==> src/rtl/fwd_pkg.sv <==
// Package: shared encodings for the operand forwarding logic.
// Assumes: select codes are fixed by the operand multiplexers downstream.
package fwd_pkg;
    typedef enum logic [1:0] {
        FWD_RF  = 2'b00,   // register-file read data
        FWD_WB  = 2'b01,   // MEM/WB write-back value
        FWD_MEM = 2'b10    // EX/MEM ALU result
    } fwd_sel_e;
endpackage

==> src/rtl/fwd_match.sv <==
// Module: fwd_match
// Decides whether one producer stage supplies the value one consumer reads.
// Assumes: index 0 is the hard-wired zero register and is never a producer.
module fwd_match #(
    parameter int IDX_W = 5
) (
    input  logic [IDX_W-1:0] src_idx,
    input  logic [IDX_W-1:0] dst_idx,
    input  logic             dst_wr,
    output logic             hit
);
    localparam logic [IDX_W-1:0] ZERO_IDX = '0;

    // Producer qualifies if it writes, targets a real register and matches.
    always_comb begin
        hit = dst_wr && (dst_idx != ZERO_IDX) && (dst_idx == src_idx);
    end
endmodule

==> src/rtl/fwd_operand_sel.sv <==
// Module: fwd_operand_sel
// Turns the two stage hits of one ALU operand into a select code.
// Assumes: EX/MEM holds the younger producer and so takes precedence.
module fwd_operand_sel
    import fwd_pkg::*;
(
    input  logic       hit_mem,
    input  logic       hit_wb,
    output logic [1:0] sel
);
    fwd_sel_e sel_e;

    // Priority choice: younger EX/MEM first, then MEM/WB, else register file.
    always_comb begin
        if (hit_mem)      sel_e = FWD_MEM;
        else if (hit_wb)  sel_e = FWD_WB;
        else              sel_e = FWD_RF;
        sel = sel_e;
    end

    // Guard the encoding and the priority against the hit inputs.
    always_comb begin
        assert_sel_onehot0_R3: assert ($onehot0(sel))
            else $error("select carries both codes");
        if (hit_mem)
            assert_mem_wins_R3: assert (sel == 2'b10)
                else $error("EX/MEM hit lost priority");
        if (!hit_mem && !hit_wb)
            assert_idle_rf_R7: assert (sel == 2'b00)
                else $error("forwarding without a hit");
    end
endmodule

==> src/rtl/fwd_ldst.sv <==
// Module: fwd_ldst
// Store-data bypass for a load directly followed by a store of its result.
// Assumes: the loaded word is present in MEM/WB while the store is in MEM.
module fwd_ldst #(
    parameter int IDX_W = 5
) (
    input  logic [IDX_W-1:0] ld_dst_idx,
    input  logic             ld_wr_en,
    input  logic             ld_is_load,
    input  logic             st_valid,
    input  logic [IDX_W-1:0] st_src_idx,
    output logic             st_fwd
);
    logic idx_hit;

    fwd_match #(.IDX_W(IDX_W)) u_match (
        .src_idx (st_src_idx),
        .dst_idx (ld_dst_idx),
        .dst_wr  (ld_wr_en),
        .hit     (idx_hit)
    );

    // Bypass only for a real load feeding a real store.
    always_comb begin
        st_fwd = idx_hit && ld_is_load && st_valid;
    end

    // The bypass must never fire outside a load-store pair.
    always_comb begin
        if (st_fwd) begin
            assert_pair_only_R9: assert (ld_is_load && st_valid)
                else $error("store bypass without load-store pair");
            assert_nonzero_dst_R6: assert (ld_dst_idx != '0)
                else $error("store bypass from zero register");
        end
    end
endmodule

==> src/rtl/fwd_unit.sv <==
// Module: fwd_unit (top)
// Operand forwarding for a five-stage pipeline: two ALU operand selects
// and one store-data select. Purely combinational; no clock or reset.
// Assumes: stall logic keeps load-use pairs apart before they reach EX.
module fwd_unit
    import fwd_pkg::*;
#(
    parameter int IDX_W = 5
) (
    input  logic [IDX_W-1:0] ex_src1_idx,
    input  logic [IDX_W-1:0] ex_src2_idx,
    input  logic [IDX_W-1:0] exmem_dst_idx,
    input  logic             exmem_wr_en,
    input  logic [IDX_W-1:0] memwb_dst_idx,
    input  logic             memwb_wr_en,
    input  logic             memwb_is_load,
    input  logic             mem_is_store,
    input  logic [IDX_W-1:0] mem_store_src_idx,
    output logic [1:0]       fwd_sel_a,
    output logic [1:0]       fwd_sel_b,
    output logic             st_data_fwd
);
    localparam int NUM_SRC = 2;

    logic [IDX_W-1:0] src_idx [NUM_SRC];
    logic [1:0]       src_sel [NUM_SRC];
    logic [NUM_SRC-1:0] hit_mem;
    logic [NUM_SRC-1:0] hit_wb;

    // Gather the consumer indices into one array for the generate loop.
    always_comb begin
        src_idx[0] = ex_src1_idx;
        src_idx[1] = ex_src2_idx;
    end

    for (genvar g = 0; g < NUM_SRC; g++) begin : g_src
        fwd_match #(.IDX_W(IDX_W)) u_hit_mem (
            .src_idx (src_idx[g]),
            .dst_idx (exmem_dst_idx),
            .dst_wr  (exmem_wr_en),
            .hit     (hit_mem[g])
        );
        fwd_match #(.IDX_W(IDX_W)) u_hit_wb (
            .src_idx (src_idx[g]),
            .dst_idx (memwb_dst_idx),
            .dst_wr  (memwb_wr_en),
            .hit     (hit_wb[g])
        );
        fwd_operand_sel u_sel (
            .hit_mem (hit_mem[g]),
            .hit_wb  (hit_wb[g]),
            .sel     (src_sel[g])
        );
    end

    // Drive the operand select ports from the per-source results.
    always_comb begin
        fwd_sel_a = src_sel[0];
        fwd_sel_b = src_sel[1];
    end

    fwd_ldst #(.IDX_W(IDX_W)) u_ldst (
        .ld_dst_idx (memwb_dst_idx),
        .ld_wr_en   (memwb_wr_en),
        .ld_is_load (memwb_is_load),
        .st_valid   (mem_is_store),
        .st_src_idx (mem_store_src_idx),
        .st_fwd     (st_data_fwd)
    );

    // Port-level checks: each forward must trace back to a writing producer.
    always_comb begin
        if (fwd_sel_a == 2'b10)
            assert_a_mem_src_R1: assert (exmem_wr_en && exmem_dst_idx == ex_src1_idx)
                else $error("operand A forwarded from EX/MEM without producer");
        if (fwd_sel_a == 2'b01)
            assert_a_wb_src_R2: assert (memwb_wr_en && memwb_dst_idx == ex_src1_idx)
                else $error("operand A forwarded from MEM/WB without producer");
        if (fwd_sel_b == 2'b10)
            assert_b_mem_src_R4: assert (exmem_wr_en && exmem_dst_idx == ex_src2_idx)
                else $error("operand B forwarded from EX/MEM without producer");
        if (fwd_sel_b == 2'b01)
            assert_b_wb_src_R4: assert (memwb_wr_en && memwb_dst_idx == ex_src2_idx)
                else $error("operand B forwarded from MEM/WB without producer");
        if (fwd_sel_a != 2'b00)
            assert_a_nonzero_R6: assert (ex_src1_idx != '0)
                else $error("operand A forwarded for zero register");
        if (fwd_sel_b != 2'b00)
            assert_b_nonzero_R6: assert (ex_src2_idx != '0)
                else $error("operand B forwarded for zero register");
        if (!exmem_wr_en && !memwb_wr_en)
            assert_no_writer_R5: assert (fwd_sel_a == 2'b00 && fwd_sel_b == 2'b00 && !st_data_fwd)
                else $error("forwarding with no writing producer");
    end
endmodule

==> config.mk <==
export PLATFORM = sky130hd
export DESIGN_NAME = fwd_unit
export DESIGN_NICKNAME = d
export VERILOG_FILES = /design/src/rtl/fwd_pkg.sv /design/src/rtl/fwd_match.sv /design/src/rtl/fwd_operand_sel.sv /design/src/rtl/fwd_ldst.sv /design/src/rtl/fwd_unit.sv
export SDC_FILE = /design/constraint.sdc
export NUM_CORES = 1
export LEC_CHECK = 0
export BUFFER_PORTS_ARGS = -buffer_cell sky130_fd_sc_hd__buf_2
export CORE_AREA = 4 4 41 43
export DETAILED_ROUTE_END_ITERATION = 10
export DIE_AREA = 0 0 45 47
export GPL_TIMING_DRIVEN = 0
export PLACE_DENSITY_LB_ADDON = 0.12
export SLEW_MARGIN = 20
export SYNTH_ARGS = -nofsm -noshare
export SYNTH_HDL_FRONTEND = slang
export SYNTH_SLANG_ARGS = --single-unit
==> constraint.sdc <==
create_clock -name vclk -period 1.67
set_input_delay 0.2505 -clock vclk [all_inputs]
set_output_delay 0.2505 -clock vclk [all_outputs]
set_load 0.05 [all_outputs]
After elaboration in Yosys (flattened, before gate mapping)
Index checks and enable logic that the tools add are counted.
W data, S select, Z words.
{"block": "word_totals", "input_bits": 29, "reg_bits": 0, "out_inout_bits": 5}
{"block": "op_classes", "n_eq_ne": 5, "muxes": 4, "reduce_logical": 11}
{"cell": "$eq A5 B5 Y1", "count": 5}
{"cell": "$reduce_bool A5 Y1", "count": 2}
{"cell": "$logic_and A1 B1 Y1", "count": 9}
{"cell": "$mux W2", "count": 2}
{"cell": "$mux W1", "count": 2}

Logic depth before layout (Yosys ltp)
Gate-level depths: netlist of the first run.
{"block": "logic_depth", "depth_word": 5, "mapped_depth": 4, "ltp_nobuf": 4}

Cells and area by module
Synthesis of the first run repeated with hierarchy kept, for this count alone.
{"block": "unflattened", "cells_unflattened": 55, "hier_area_um2": 430.4}
{"mod": "fwd_match", "instances": 5, "cells_per_inst": 10, "area_per_inst_um2": 76.3}
{"mod": "fwd_operand_sel", "instances": 2, "cells_per_inst": 2, "area_per_inst_um2": 21.3}
{"mod": "fwd_ldst", "instances": 1, "cells_per_inst": 1, "area_per_inst_um2": 6.3}

Least setup slack after synthesis of the first run
No wires, ideal clock.
{"block": "synth_timing", "kind": "input -> output", "from": "input exmem_dst_idx[4]", "to": "output fwd_sel_b[0]", "path_stages": 4, "arrival_time_ns": 1.673, "t_required_ns": 1.419, "n_path_buf": 0, "slack_ns": -0.254, "path_cell_list": "or4_1 > o21ai_2 > nor4_1 > nor3_2"}
{"block": "synth_via", "elab_chain_cells": 4, "word_cells_on_any_way": 5, "cone_classes": "1 x eq/ne; 1 x mux; 3 x reduce/logical"}
{"item": "start, declared", "line": "fwd_unit.sv:12", "source": "input logic [IDX_W-1:0] exmem_dst_idx,"}
{"item": "$reduce_bool A5 Y1", "line": "fwd_match.sv:16", "source": "hit = dst_wr && (dst_idx != ZERO_IDX) && (dst_idx == src_idx);"}
{"item": "$logic_and A1 B1 Y1", "line": "fwd_match.sv:16"}
{"item": "$logic_and A1 B1 Y1 (*)", "line": "fwd_match.sv:16"}
{"item": "named net g_src[1].u_hit_mem.hit", "line": "fwd_match.sv:10", "source": "output logic hit"}
{"item": "$mux W2 (*)", "line": "fwd_operand_sel.sv:15", "source": "if (hit_mem) sel_e = FWD_MEM;"}
{"item": "end, declared", "line": "fwd_unit.sv:20", "source": "output logic [1:0] fwd_sel_b,"}
Mark *: on every way through the listed nets, which the timed path passes. The rest lies on a longest branch.

Worst setup path in the final report of the first run
{"block": "layout_timing", "from": "input exmem_dst_idx[2]", "to": "output fwd_sel_a[0]"}
{"block": "layout_via", "elab_chain_cells": 4, "word_cells_on_any_way": 5, "cone_classes": "1 x eq/ne; 1 x mux; 3 x reduce/logical"}
{"item": "$reduce_bool A5 Y1", "line": "fwd_match.sv:16"}
{"item": "$logic_and A1 B1 Y1", "line": "fwd_match.sv:16"}
{"item": "$logic_and A1 B1 Y1 (*)", "line": "fwd_match.sv:16"}
{"item": "named net g_src[0].u_hit_mem.hit", "line": "fwd_match.sv:10"}
{"item": "$mux W2 (*)", "line": "fwd_operand_sel.sv:15"}
{"item": "end, declared", "line": "fwd_unit.sv:19", "source": "output logic [1:0] fwd_sel_a,"}
Marked as above.

==> metrics, run 1 <==
status finished with violations; failing checks setup timing; num rows 13; Setup TNS Final -179 ps; largest family of logic cells by synthesized area XOR/XNOR gates; final net count 110; Crit path depth 6; share of layout cells above drive strength 1 58.2%; Cell Chain, Critical Path buf_8 -> or4_4 -> o21ai_4 -> nor4_4 -> nor3_4 -> buf_6; minimum clock period between 1500 and 2000 ps; startpoint type of the worst setup path input port; vias post-DR 433; I/O Buffers 34; layout clock buffer count 0; hold buffer count at CTS 0; PwrDens 238 mW/mm^2; Post-Synth XOR/XNOR Area 63.4%; Starting Density 26.5%; core box area approximately 0.0013 sq mm; Vias per Instance 4.61; mapped cell area 345 sq um; DPL Wire Length about 1000 um; Final ANT Viol Nets 0; f_max 581 MHz; mux cell area share after synthesis 0%; distinct cell type count after synthesis 10; Min-Delay Endpoint st_data_fwd; final worst-path cycle share 103%; Remaining DRCs 0; Max Transition Viols Final 0; Area growth, synth to finish 93.5%; register area 0 sq um; initial antenna violation count 0; RePlAce Congestion 0.809; FFs & Latches 0; commonest non-fill, non-tap cells in the layout buf_2 (25), xnor2_1 (15), xor2_1 (10); num ports 34; final setup fails 4; post-synthesis compound-gate area fraction 5.07%; Min-Delay Startpoint memwb_is_load; commonest non-fill, non-tap cell in the layout buf_2; Max Cap Viol 0; RSZ-0062 raised after global routing true; Slew @ Worst Pin 299 ps; Mapped Nets 73; Mapped Cells 44; DR pass1 iterations 3; die height 47 um; slowest stage delay, CP 540 ps; Avg Inst Size Synth 7.85 sq um; WL/cell 12.0 um; warning count from the yosys run 0; CP Data Arrival Time 1470 ps; critical path's top delay family simple AND/OR/NAND/NOR gates; maximum VDD drop between 100 and 150 uV; GR Overflow Total 0; Max FO, Critical Path 2; Hold Crit Class input port to output port; number of diodes 0; CP bufs+invs 2; Slew HR 79.9%; starting DRC count in detailed routing 5; chip width 45 um; endpoints failing hold 0; Slowest-stage cell, CP or4_4; die area 0.00212 sq mm; GRT Total Usage between 10% and 20%; register area share after synthesis 0%; Post-Route WL approximately 1100 um; leakage power 0.273 nW; Worst setup EP type output port; post-place setup slack -253 ps; Hold Path Depth 4; largest net degree at the start of global routing 5; Simple-Gate Fraction of Synth Area between 20% and 30%; setup ws final -52.4 ps; vias in the first global route 376; first-pass GRT wire length 1670 um; Worst Path Required 1420 ps; Post-Synth Adder-Cell Area 0%; critical path type input port to output port
## what timing repair did
item / 4_1_cts / 5_1_grt
setup endpoints to repair: 5 / 5
pin swaps: 5 / 2
resized for setup: 26 / 0
buffers inserted: 1 / 0
## power by group
group / switching [W] / leakage [nW] / internal [W]
combinational: 0.0000780 / 0.273 / 0.0000810
sequential: 0 / 0 / 0
clock: 0 / 0 / 0
total: 0.0000780 / 0.273 / 0.0000810
## stage by stage
stage / hold slack (ps) / power [W] / cells / area, sq um / utilization, %
after floorplan: 679 / 0.0000702 / 44 / 363 / -
after global placement: 906 / 0.000132 / 93 / 552 / 42.4
after detailed placement: 903 / 0.000133 / 93 / 552 / 42.4
after CTS: 852 / 0.000161 / 94 / 668 / 51.3
after global routing: 875 / 0.000173 / 94 / 668 / 51.3
final: 853 / 0.000159 / 94 / 668 / 51.3
## worst max path at each step
stage	endpoint	startpoint
2_1_floorplan	fwd_sel_b[0]	exmem_dst_idx[4]
3_3_place_gp	fwd_sel_b[1]	ex_src2_idx[0]
3_5_place_dp	fwd_sel_b[1]	ex_src2_idx[0]
4_1_cts	fwd_sel_b[0]	exmem_dst_idx[2]
5_1_grt	fwd_sel_b[0]	exmem_dst_idx[2]
6_report	fwd_sel_a[0]	exmem_dst_idx[2]
## logic make-up (layout without fill, tap and decap cells)
family / count (synthesis) / count (layout)
AOI/OAI and AO/OA: 2 / 2
xor gates and xnor gates: 25 / 25
and+or+nand+nor: 15 / 15
buffers and inverters: 2 / 37
## synthesized netlist by cell type
cell	count	area [sq um]
xnor2_1	15	131
xor2_1	10	87.6
nand3_1	5	25.0
nor3_1	3	15.0
buf_4	2	15.0
nor3_2	2	20.0
nor4_1	2	12.5
o21ai_2	2	17.5
or4_1	2	15.0
nand4_1	1	6.26
## layer usage
layer / GRT usage [%] / part of all wire, % / vias to the layer above
li1: - / - / 224
met1: 13.3 / 38 / 193
met2: 19.8 / 53 / 16
met3: 0.383 / 8.6 / 0
met4: 0 / 0 / 0
met5: 0 / 0 / -
## final cells by class
| class | count | area (sq um) |
|---|---|---|
| plain buffers | 2 | 15.0 |
| fillers | 139 | 633 |
| multi-input cells | 42 | 400 |
| well taps | 15 | 18.8 |
| repair buffers | 35 | 234 |
(Power assumes the default switching activity.)
==> run 2, diff against run 1 <==
Settings changed: CORE_AREA 4 4 41 43 to 2 2 39 41, DIE_AREA 0 0 45 47 to 0 0 41 43.
==> metrics, run 2 (synthesis gave the netlist of run 1 again) <==
GR Overflow Total 0 (unchanged); chip width 41 um (was 45 um); Vias per Instance 4.45 (was 4.61); core box area 0.00138 sq mm (was 0.00130 sq mm); number of diodes 0 (unchanged); status finished with violations (unchanged); Starting Density 25.0% (was 26.5%); share of layout cells above drive strength 1 59.5% (was 58.2%); critical path's top delay family simple AND/OR/NAND/NOR gates (unchanged); FFs & Latches 0 (unchanged); total power 0.000164 W (was 0.000159 W); num rows 14 (was 13); starting DRC count in detailed routing 1 (was 5); Final ANT Viol Nets 0 (unchanged); largest net degree at the start of global routing 5 (unchanged); Slowest-stage cell, CP or4_4 (unchanged); final worst-path cycle share 104% (was 103%); maximum VDD drop 94.9 uV (was 122 uV); slowest stage delay, CP 540 ps (about the same); Slew @ Worst Pin 291 ps (was 299 ps); hold_ws 855 ps (was 853 ps); final net count 110 (unchanged); die height 43 um (was 47 um); Worst Path Required 1420 ps (about the same); minimum clock period 1740 ps (was 1720 ps); Hold Crit Class input port to output port (unchanged); non-filler cells, final 95 (was 94); fillers 153 (was 139); multi-input logic area 408 sq um (was 400 sq um); PwrDens 239 mW/mm^2 (was 238 mW/mm^2); num ports 34 (unchanged); initial antenna violation count 0 (unchanged); Post-Route WL 1080 um (was 1120 um); hold buffer count at CTS 0 (unchanged); I/O Buffers 34 (unchanged); vias post-DR 423 (was 433); Remaining DRCs 0 (unchanged); leakage power 0.281 nW (was 0.273 nW); setup ws final -70.6 ps (was -52.4 ps); failing checks setup timing (unchanged); CP bufs+invs 2 (unchanged); Max Cap Viol 0 (unchanged); layout clock buffer count 0 (unchanged); Max Transition Viols Final 0 (unchanged); RSZ-0062 raised after global routing true (unchanged); Max FO, Critical Path 2 (unchanged); GRT Total Usage 14.3% (was 10.2%); DR pass1 iterations 2 (was 3); final setup fails 4 (unchanged); commonest non-fill, non-tap cells in the layout buf_2 (25), xnor2_1 (14), xor2_1 (10) (was buf_2 (25), xnor2_1 (15), xor2_1 (10)); first-pass GRT wire length 1790 um (was 1670 um); critical path type input port to output port (unchanged); vias in the first global route 398 (was 376); Worst setup EP type output port (unchanged); WL/cell 11.3 um (was 12.0 um); RePlAce Congestion 0.729 (was 0.809); f_max 575 MHz (was 581 MHz); startpoint type of the worst setup path input port (unchanged); commonest non-fill, non-tap cell in the layout buf_2 (unchanged); Slew HR 80.4% (was 79.9%); placed insts 94 (was 93); register area 0 sq um (unchanged); CP Data Arrival Time 1490 ps (was 1470 ps); endpoints failing hold 0 (unchanged); die area 0.00176 sq mm (was 0.00212 sq mm); Cell Chain, Critical Path buf_8 -> or4_4 -> o21ai_4 -> nor4_4 -> nor3_4 -> buf_6 (unchanged); Area growth, synth to finish 98.2% (was 93.5%)
==> run 2: cell counts in the layout (fill, tap and decap cells not counted) <==
Identical to the previous run, type by type.
==> run 2: layout make-up <==
| cell class | instances | area share, % |
|---|---|---|
| multi-input cells | 42 | 59.6 |
| repair buffers | 35 | 35.3 |
| well taps | 16 | 2.93 |
| plain buffers | 2 | 2.19 |
==> run 2: worst paths after layout <==
check | end | slack, ps | from | cells past startpoint
max | fwd_sel_b[0] | -70 | exmem_dst_idx[2] | 6
min | st_data_fwd | 850 | memwb_is_load | 4
==> run 2: layer usage <==
metal | track usage [%] | vias up | share of wire, %
li1 | - | 224 | -
met1 | 20.1 | 188 | 39
met2 | 24.7 | 11 | 56
met3 | 0.524 | 0 | 4.5
met4 | 0 | 0 | 0
met5 | 0 | - | 0
==> run 2: power by group <==
part | switching [W] | internal [W] | leakage (nW) | total (W)
Clock | 0 | 0 | 0 | 0
Sequential | 0 | 0 | 0 | 0
Combinational | 0.0000798 | 0.0000839 | 0.281 | 0.000164
Total | 0.0000798 | 0.0000839 | 0.281 | 0.000164
==> run 2: per-stage QoR <==
stage	setup WS (ps)	TNS, ps	area, sq um	util (%)
finish	-70.6	-197	684	49.5
global route	-121	-372	684	49.5
CTS	-84.6	-268	673	48.6
floorplan	-71.4	-73.9	363	-
detailed placement	-246	-887	553	40.0
global placement	-274	-933	553	40.0
==> run 2: timing repair <==
action / 4_1_cts / 5_1_grt
resized for setup: 27 / 2
pin swaps: 5 / 3
endpoints found under the setup margin: 5 / 5
buffers inserted: 1 / 0
==> run 2: tightest hold or removal path, delay by kind of cell <==
family	cells	cell delay (ps)
and+or+nand+nor	2	110
buffers and inverters	2	240
==> run 3, diff against run 2 <==
Settings changed: ABC_AREA set to 1, CORE_AREA 2 2 39 41 to not set, CORE_UTILIZATION set to 35, DIE_AREA 0 0 41 43 to not set.
==> metrics, run 3 <==
FFs & Latches 0 (unchanged); startpoint type of the worst setup path input port (unchanged); Avg Inst Size Synth 4.63 sq um (was 7.85 sq um); post-synth top area cell nand2_1 (was xnor2_1); Area growth, synth to finish 41.0% (was 98.2%); f_max 685 MHz (was 575 MHz); vias in the first global route 502 (was 398); first-pass GRT wire length 1950 um (was 1790 um); Max Transition Viols Final 0 (unchanged); Hold Crit Class input port to output port (unchanged); num rows 12 (was 14); cell with the most instances after synthesis nand2_1 (was xnor2_1); die area 0.00146 sq mm (was 0.00176 sq mm); Hold Path Depth 4 (unchanged); share of layout cells above drive strength 1 30.8% (was 59.5%); Slew @ Worst Pin 248 ps (was 291 ps); number of diodes 0 (unchanged); Mapped Cells 99 (was 44); PwrDens 220 mW/mm^2 (was 239 mW/mm^2); Mapped Nets 128 (was 73); minimum clock period 1460 ps (was 1740 ps); GR Overflow Total 0 (unchanged); status finished, final reports clean (was finished with violations); CP Data Arrival Time 1210 ps (was 1490 ps); RePlAce Congestion 0.784 (was 0.729); num ports 34 (unchanged); Min-Delay Endpoint st_data_fwd (unchanged); largest net degree at the start of global routing 5 (unchanged); Starting Density 39.6% (was 25.0%); die height 38.2 um (was 43 um); post_cts resized 0 (was 27); placed insts 147 (was 94); Max Cap Viol 0 (unchanged); DR pass1 iterations 4 (was 2); Remaining DRCs 0 (unchanged); dominant cells by area after synthesis nand2_1 (32%), inv_1 (14%), nor2_1 (11%) (was xnor2_1 (38%), xor2_1 (25%), nand3_1 (7.2%)); Final ANT Viol Nets 0 (unchanged); endpoints failing hold 0 (unchanged); mapped cell area 458 sq um (was 345 sq um); GRT Total Usage 17.9% (was 14.3%); Min-Delay Startpoint memwb_wr_en (was memwb_is_load); Area after DPL 646 sq um (was 553 sq um); layout clock buffer count 0 (unchanged); RSZ-0062 raised after global routing false (was true); initial antenna violation count 0 (unchanged); register area share after synthesis 0% (unchanged); hold buffer count at CTS 0 (unchanged); Post-CTS Setup Bufs 0 (was 1); critical path startpoint exmem_dst_idx[0] (was exmem_dst_idx[2]); commonest non-fill, non-tap cell in the layout nand2_1 (was buf_2); Worst setup EP type output port (unchanged); DPL Wire Length 1020 um; distinct cell type count after synthesis 14 (was 10); vias post-DR 638 (was 423); critical path type input port to output port (unchanged); register area 0 sq um (unchanged); maximum VDD drop 80.3 uV (was 94.9 uV); final setup fails 0 (was 4); non-filler cells, final 147 (was 95); final worst-path cycle share 87.4% (was 104%); commonest non-fill, non-tap cells in the layout nand2_1 (39), buf_2 (34), inv_1 (17) (was buf_2 (25), xnor2_1 (14), xor2_1 (10)); I/O Buffers 34 (unchanged); chip width 38.2 um (was 41 um); Slew HR 83.6% (was 80.4%); core box area 0.00116 sq mm (was 0.00138 sq mm); Post-synth top cells nand2_1 (39), inv_1 (17), nor2_1 (13) (was xnor2_1 (15), xor2_1 (10), nand3_1 (5)); WL/cell 7.52 um (was 11.3 um); Yosys top cell area share 32.0% (was 38.0%); starting DRC count in detailed routing 4 (was 1); Max FO, Critical Path 4 (was 2); final instance area 646 sq um (was 684 sq um); warning count from the yosys run 0 (unchanged); Vias per Instance 4.34 (was 4.45); Post-Route WL 1110 um (was 1080 um); Worst Path Required 1420 ps (about the same); Setup TNS Final 0 ps (was -197 ps); final core occ 55.8% (was 49.5%); final net count 164 (was 110); leakage power 0.427 nW (was 0.281 nW)
-- run 3: changes by cell type in the layout (fill, tap and decap cells not counted), moves of 3 or more --
cell and delta:
buf_2 +9, nand2_1 +39, inv_1 +17, buf_6 -7, nor2_1 +13, xor2_1 -6
nor2_2 +4, xnor2_1 -10, nand3_1 +3
-- run 3: stage by stage --
| step | power, W | worst slack (ps) | hold slack [ps] |
|---|---|---|---|
| 4_1_cts | 0.000143 | 211 | 941 |
| 3_5_place_dp | 0.000143 | 211 | 939 |
| 5_1_grt | 0.000166 | 82.6 | 967 |
| 6_report | 0.000142 | 210 | 936 |
| 2_1_floorplan | 0.0000815 | 188 | 776 |
| 3_3_place_gp | 0.000141 | 219 | 941 |
-- run 3: power breakdown --
| group | switching [W] | internal, W |
|---|---|---|
| sequential | 0 | 0 |
| clock | 0 | 0 |
| combinational | 0.0000789 | 0.0000634 |
| total | 0.0000789 | 0.0000634 |
-- run 3: worst max-delay path by stage --
stage,endpoint,slack (ps),cells past startpoint
CTS,fwd_sel_a[1],210,8
detailed placement,fwd_sel_a[1],210,8
floorplan,st_data_fwd,190,5
finish,fwd_sel_a[1],210,8
global placement,fwd_sel_b[1],220,9
global route,fwd_sel_b[1],80,9
-- run 3: cell type report --
cell class / count / area [sq um]
buffer: 2 / 15.0
fill: 130 / 510
inverter: 17 / 63.8
multi-input combinational: 80 / 379
tap: 14 / 17.5
timing repair buffer: 34 / 170
-- run 3: kinds of logic (layout without fill, tap and decap cells) --
kind of cell,Yosys count,after routing,synth area share (%)
buffers and inverters,19,53,17.2
and+or+nand+nor,66,66,59.6
xor gates and xnor gates,8,8,15.3
AOI/OAI and AO/OA,6,6,7.92
-- run 3: worst max-delay path, cell delays in order --
cell and delay [ps]:
buf_2 100, inv_1 100, o21ai_0 90, nor2_1 110, nand3_1 90, nor2_2 120
buf_4 110, buf_2 240
-- run 3: routing by layer --
metal  routed length, um  vias up  track usage [%]
met5                   0        -                0
met2                 510       19             31.8
met1                 553      253             25.3
li1                    -      366                -
met3                  42        0                0
met4                   0        0                0
